File: config.mk
export PLATFORM = sky130hd
export DESIGN_NAME = serial_test_wrapper
export DESIGN_NICKNAME = d
export VERILOG_FILES = /design/src/rtl/stw_pkg.sv /design/src/rtl/stw_capture_chain.sv /design/src/rtl/stw_load_chain.sv /design/src/rtl/stw_apply_mux.sv /design/src/rtl/serial_test_wrapper.sv
export SDC_FILE = /design/constraint.sdc
export NUM_CORES = 1
export LEC_CHECK = 0
export BUFFER_PORTS_ARGS = -buffer_cell sky130_fd_sc_hd__buf_2
export CORE_MARGIN = 10
export CORE_UTILIZATION = 45
export DETAILED_ROUTE_END_ITERATION = 7
export PLACE_DENSITY = 0.68
export SYNTH_ARGS = -nofsm -noshare
export SYNTH_HDL_FRONTEND = slang
export SYNTH_HIERARCHICAL = 1
export SYNTH_SLANG_ARGS = --single-unit
File: constraint.sdc
create_clock -name clk -period 1.3 [get_ports clk]
set_clock_uncertainty 0.15 [all_clocks]
set_input_delay 0.13 -clock clk [delete_from_list [all_inputs] [get_ports clk]]
set_output_delay 0.13 -clock clk [all_outputs]
set_load 0.1 [all_outputs]
File: src/rtl/stw_pkg.sv
// Shared definitions for the serial test access wrapper.
// Assumes: nothing beyond IEEE 1800-2017.
package stw_pkg;
    // Operation applied to a serial register on one clock edge.
    typedef enum logic [1:0] {
        OP_KEEP  = 2'd0,
        OP_LOAD  = 2'd1,
        OP_SHIFT = 2'd2
    } chain_op_t;
endpackage

File: src/rtl/stw_capture_chain.sv
// Observation path: a parallel-load register that shifts toward bit 0.
// Bit 0 is the serial output. Load has priority over shift.
// Assumes: strobes are already qualified by test mode.
module stw_capture_chain
    import stw_pkg::*;
#(
    parameter int W = 8
) (
    input  logic         clk,
    input  logic         rst_n,
    input  logic         load_en,
    input  logic         shift_en,
    input  logic [W-1:0] par_in,
    output logic         ser_out
);
    logic [W-1:0] chain_q;
    chain_op_t    op;

    // Pick the operation: a snapshot beats a shift.
    always_comb begin
        if (load_en)       op = OP_LOAD;
        else if (shift_en) op = OP_SHIFT;
        else               op = OP_KEEP;
    end

    // Register update with zero fill at the top.
    always_ff @(posedge clk) begin
        if (!rst_n) begin
            chain_q <= '0;
        end else begin
            case (op)
                OP_LOAD:  chain_q <= par_in;
                OP_SHIFT: chain_q <= {1'b0, chain_q[W-1:1]};
                default:  chain_q <= chain_q;
            endcase
        end
    end

    assign ser_out = chain_q[0];
endmodule

File: src/rtl/stw_load_chain.sv
// Control path: a serial-in register with bits entering at the top, plus a
// holding register that copies it on update.
// Assumes: strobes are already qualified by test mode.
module stw_load_chain #(
    parameter int W = 8
) (
    input  logic         clk,
    input  logic         rst_n,
    input  logic         shift_en,
    input  logic         update_en,
    input  logic         ser_in,
    output logic [W-1:0] held
);
    logic [W-1:0] gather_q;
    logic [W-1:0] hold_q;

    // Serial gathering: the newest bit enters at the top.
    always_ff @(posedge clk) begin
        if (!rst_n)        gather_q <= '0;
        else if (shift_en) gather_q <= {ser_in, gather_q[W-1:1]};
    end

    // Holding register: takes the gathered word as it stood before this edge.
    always_ff @(posedge clk) begin
        if (!rst_n)         hold_q <= '0;
        else if (update_en) hold_q <= gather_q;
    end

    assign held = hold_q;
endmodule

File: src/rtl/stw_apply_mux.sv
// Source selection for the downstream stage and gating of the serial output.
// Assumes: mode is steady for the cycle.
module stw_apply_mux #(
    parameter int W = 8
) (
    input  logic         mode,
    input  logic [W-1:0] mission,
    input  logic [W-1:0] injected,
    input  logic         ser_raw,
    output logic [W-1:0] to_next,
    output logic         ser_gated
);
    // Choose the downstream source and silence the serial pin off test.
    always_comb begin
        to_next   = mode ? injected : mission;
        ser_gated = mode & ser_raw;
    end
endmodule

File: src/rtl/serial_test_wrapper.sv
// Test access wrapper around the bus between two pipeline stages.
// Observes the upstream word serially and injects a serially loaded word.
// Assumes: synchronous active-low reset and a single clock domain.
module serial_test_wrapper #(
    parameter int W = 8
) (
    input  logic         clk,
    input  logic         rst_n,
    input  logic         test_mode,
    input  logic [W-1:0] s1_data,
    output logic [W-1:0] s2_data,
    input  logic         capture,
    input  logic         shift,
    input  logic         update,
    input  logic         tdi,
    output logic         tdo
);
    logic         cap_q, sh_q, upd_q;
    logic         obs_bit;
    logic [W-1:0] held_word;

    // Qualify every strobe with test mode so mission operation is untouched.
    always_comb begin
        cap_q = test_mode & capture;
        sh_q  = test_mode & shift;
        upd_q = test_mode & update;
    end

    stw_capture_chain #(.W(W)) i_obs (
        .clk      (clk),
        .rst_n    (rst_n),
        .load_en  (cap_q),
        .shift_en (sh_q),
        .par_in   (s1_data),
        .ser_out  (obs_bit)
    );

    stw_load_chain #(.W(W)) i_ctl (
        .clk       (clk),
        .rst_n     (rst_n),
        .shift_en  (sh_q),
        .update_en (upd_q),
        .ser_in    (tdi),
        .held      (held_word)
    );

    stw_apply_mux #(.W(W)) i_mux (
        .mode      (test_mode),
        .mission   (s1_data),
        .injected  (held_word),
        .ser_raw   (obs_bit),
        .to_next   (s2_data),
        .ser_gated (tdo)
    );
endmodule

* Word-level counts from Yosys, hierarchy flattened *
Cells that the tools add are included.

cells by class
  equal/unequal tests = 2
  mux-type cells = 4
  bitwise gates (word level) = 4
  reduce and logical (&&, ||, !) cells = 1

operator list
  cell                count
  $pmux 8 s2          1
  $mux 8              1
  $and 1x1->1         4
  $mux 2              2
  $eq 2x1->1 const B  1
  $eq 2x2->1 const B  1
  $reduce_bool 2->1   1

storage, ports and cells
  register bits = 24
  bits of input ports = 15
  output and inout bits = 9
  word-level logic and storage cells = 14

* Longest topological paths before layout *
  word-level depth = 5
  gate-level depth with buffers = 4
  gate-level depth less buffers = 3

* Hierarchy *
Netlist, hierarchy kept.

modules (own cells, without submodules)
  module               times used  cells an instance  area each (µm²)  sequential area each (µm²)
  stw_load_chain       1           51                 608.1            320.3
  stw_capture_chain    1           35                 392.9            160.2
  stw_apply_mux        1           10                 138.9            0.0
  serial_test_wrapper  1           3                  18.8             0.0

* Worst setup path before layout *
Ideal clock, no wire load.

  path type = input to register
  from = in shift
  to = reg i_obs.chain_q[0]
  library setup time = 0.116 ns
  arrival = 0.924 ns
  required time = 1.034 ns
  slack = 0.110 ns
  stages = 4
  path buffers = 1
  cell sequence = and2_1 buf_6 mux2_2 o211a_1

between the ends
  cells in the longest elaborated chain, start to end = 5
  elaborated cells on any way between the ends = 7
  those cells by class = eq/ne (2); mux (3); bitwise (1); reduce/logical (1)

RTL lines
  item                                             line                       source
  start, declared                                  serial_test_wrapper.sv:13  input logic shift,
  $and 1x1->1 *                                    serial_test_wrapper.sv:25  sh_q = test_mode & shift;
  $mux 2 *                                         stw_capture_chain.sv:22    else if (shift_en) op = OP_SHIFT;
  $mux 2 *                                         stw_capture_chain.sv:21    if (load_en) op = OP_LOAD;
  $eq 2x2->1 or $eq 2x1->1 (tied branches)         stw_capture_chain.sv:31    case (op)
  $pmux 8 s2 or $reduce_bool 2->1 (tied branches)  -
  end signal, assigned                             stw_capture_chain.sv:32    OP_LOAD: chain_q <= par_in;
  end signal, assigned                             stw_capture_chain.sv:33    OP_SHIFT: chain_q <= {1'b0, chain_q[W-1:1]};
  end signal, assigned                             stw_capture_chain.sv:34    default: chain_q <= chain_q;
  end, declared                                    stw_capture_chain.sv:16    logic [W-1:0] chain_q;

Mark *: on every way between the ends. The rest lies on a longest branch, timed or not.
A chain may end at the register's enable or synchronous reset.

* Worst setup path after layout *
  from = reg i_ctl.hold_q[0] (netlist: i_ctl/held[0])
  to = out s2_data[0]

between the ends
  cells in the longest elaborated chain, start to end = 1

RTL lines
  item                    line                       source
  start, declared         stw_load_chain.sv:15       logic [W-1:0] hold_q;
  start signal, assigned  stw_load_chain.sv:26       else if (update_en) hold_q <= gather_q;
  $mux 8                  stw_apply_mux.sv:15        to_next = mode ? injected : mission;
  end, declared           serial_test_wrapper.sv:11  output logic [W-1:0] s2_data,

No other way between the ends.

==> flow_summary.yaml <==
synthesis:
  yosysSeqAreaShare: 0.4147
  synthXorXnorAreaFrac: 0
  ys_types: 15
  ys_warn_count: 6
  synthMuxAreaShare: 0.3099
  synth_top_family_by_area: "multiplexers"
  avgSynthCellArea_um2: 11.70
  synth_compound_area_frac: 0.06695
  synthAdderAreaFrac: 0
  syn-instance-count: 99
  syn-cell-area_mm2: 0.001159
  synth-simple-area-share: 0.1577
  ys_seq_elements: 24
  syn_nets: 114
outcome:
  outcome: "finished with violations"
  violations: "setup timing"
pwr:
  powerDensity_mw_per_mm2: 954.8
  p_leak_nw: 0.7277
  ir_drop_uv: 628.3
  fin_total_pwr_mw: 1.502
worst_setup_path:
  cp_max_fo: 2
  crit_path_start: "i_ctl/held[0]"
  cp.arrival_ns: 1.10
  cp-start-kind: "register"
  crit_path_end_kind: "output port"
  critPathRequiredTime_ns: 1.02
  cp_slowest_cell: "dfxtp_2"
  path_cells: "mux2_4 > buf_12"
  worstReg2RegStart: "i_obs/chain_q[5]"
  crit_type: "register to output port"
  max_stage_delay_ns: 0.35
timing:
  slew_headroom: 0.7482
  timing.fmax_mhz: 725.0
  worstMarginPinSlew_ns: 0.3777
  slew_viol_final: 0
  hold_viol: 0
  setup_viol: 8
  setup_tns_ns: -0.4805
  fin_crit_sh: 1.061
  period_minus_slack_ns: 1.379
  setup_slack_ns: -0.07935
  rsz0062_at_grt: "yes"
route:
  drt_first_pass_iters: 4
  drc: 0
  wl_per_cell_um: 14.13
  routed_wl_um: 2331
  drtAntennaViolNets: 0
  vias: 812
  viasPerCell: 4.921
  dr.first_iter.drc_count: 24
finish:
  final_common_cell: "dfxtp_1"
  final_cell_mix: "dfxtp_1 (17), mux2i_1 (16), nor2b_1 (16)"
  nets: 151
  fin_area_mm2: 0.001573
  area_growth_pct: 35.75
  n_antenna_cell: 0
  drive_gt1_frac: 0.4667
grt:
  grt_pass1_wl_um: 3981
  antenna_found_initial: 0
  track_usage: 0.09255
  grt_max_degree: 25
  grt.overflow.total: 0
  grt_pass1_vias: 846
floorplanning:
  core_area_mm2: 0.002477
  die-width_um: 70.74
  start_util: 0.4677
  dieArea_mm2: 0.005004
  rows: 18
  io_pins: 24
  die_y_um: 70.74
clock_network:
  cts_buffers: 3
  clock_sinks: 24
  path_clk_slew_ns: 0.12
  htreeDepth: 1
  cts_tree: "built"
  clk_path_buf_depth: 2
  cts_root_buffer: "clkbuf_4"
  clk_latency_ns: 0.30
placed_design:
  gp_congestion: 0.6750
  portBuffers: 23
  placed_area_mm2: 0.001445
min_path:
  hp-start: "s1_data[1]"
  hold_path_class: "input port to register"
flow_run:
  cap_violations: 0
[cell usage after synthesis]
library cell | count | area share
buf_1 | 1 | 0.0032
nor2b_1 | 16 | 0.086
buf_6 | 4 | 0.039
o211a_1 | 7 | 0.060
dfxtp_1 | 24 | 0.41
mux2_4 | 8 | 0.10
and2_2 | 1 | 0.0065
mux2_2 | 7 | 0.068
and2_1 | 3 | 0.016
mux2i_1 | 16 | 0.14
nand2b_1 | 7 | 0.038
buf_2 | 2 | 0.0086
or3b_1 | 1 | 0.0076
nand2_1 | 1 | 0.0032
a21boi_1 | 1 | 0.0065
[worst paths after layout]
kind                                         end  slack (ns)  depth (start not counted)
worst min-delay path            i_obs/chain_q[1]        0.01                          3
worst max register to register  i_obs/chain_q[4]        0.22                          2
worst min register to register     i_ctl/held[7]        0.38                          2
worst max-delay path                  s2_data[0]       -0.08                          2
[through the flow]
| stage | setup WS (ns) | cells | utilization | hold slack (ns) |
|---|---|---|---|---|
| 2_1_floorplan | 0.1096 | 99 | - | 0.1082 |
| 5_1_grt | -0.1111 | 165 | 0.6348 | 0.02332 |
| 4_1_cts | -0.09613 | 163 | 0.6288 | 0.001175 |
| 6_report | -0.07935 | 165 | 0.6348 | 0.009918 |
| 3_5_place_dp | -0.1315 | 151 | 0.5833 | 0.2495 |
| 3_3_place_gp | -0.07709 | 151 | 0.5833 | 0.2409 |
[per-layer routing]
layer / up-vias / track usage / share of wire
met5: - / 0 / 0
met4: 0 / 0.02581 / 0.0051
met3: 2 / 0.02232 / 0.038
met2: 14 / 0.1682 / 0.51
met1: 382 / 0.1037 / 0.45
li1: 414 / - / -
[where the power goes]
part | switching, mW | internal [mW]
sequential | 0.00902 | 0.755
combinational | 0.194 | 0.168
clock | 0.205 | 0.171
[worst max-delay path, delay by kind of cell (launching register included)]
family | cells | cell delay, ns
buf+inv | 1 | 0.17
mux | 1 | 0.28
flops | 1 | 0.35
[flip-flops by register name (all words and copies together) (netlist names)]
| register | flops |
|---|---|
| i_ctl/held | 8 |
| i_obs/chain_q | 8 |
| i_ctl/gather_q | 8 |
[what timing repair did]
action / in CTS / in global routing
setup buffers: 5 / 2
hold endpoints to repair: 3 / 0
resized for setup: 7 / 0
hold buffers: 3 / 0
pin swaps: 0 / 0
endpoints found under the setup margin: 8 / 9
[final cells by class]
class | instances | area, um2
repair buffers | 39 | 390.4
multi-input cells | 68 | 619.3
fillers | 207 | 904.6
flip-flops and latches | 24 | 489.2
well taps | 30 | 37.54
clock buffers | 4 | 36.28
[kinds of logic (layout without fill, tap and decap cells)]
family                 count (synthesis)  in the layout
AO/OA/AOI/OAI                          8              8
buffers and inverters                  7             43
flip-flops                            24             24
multiplexers                          31             31
AND/OR/NAND/NOR                       29             29
(Power assumes the default switching activity.)
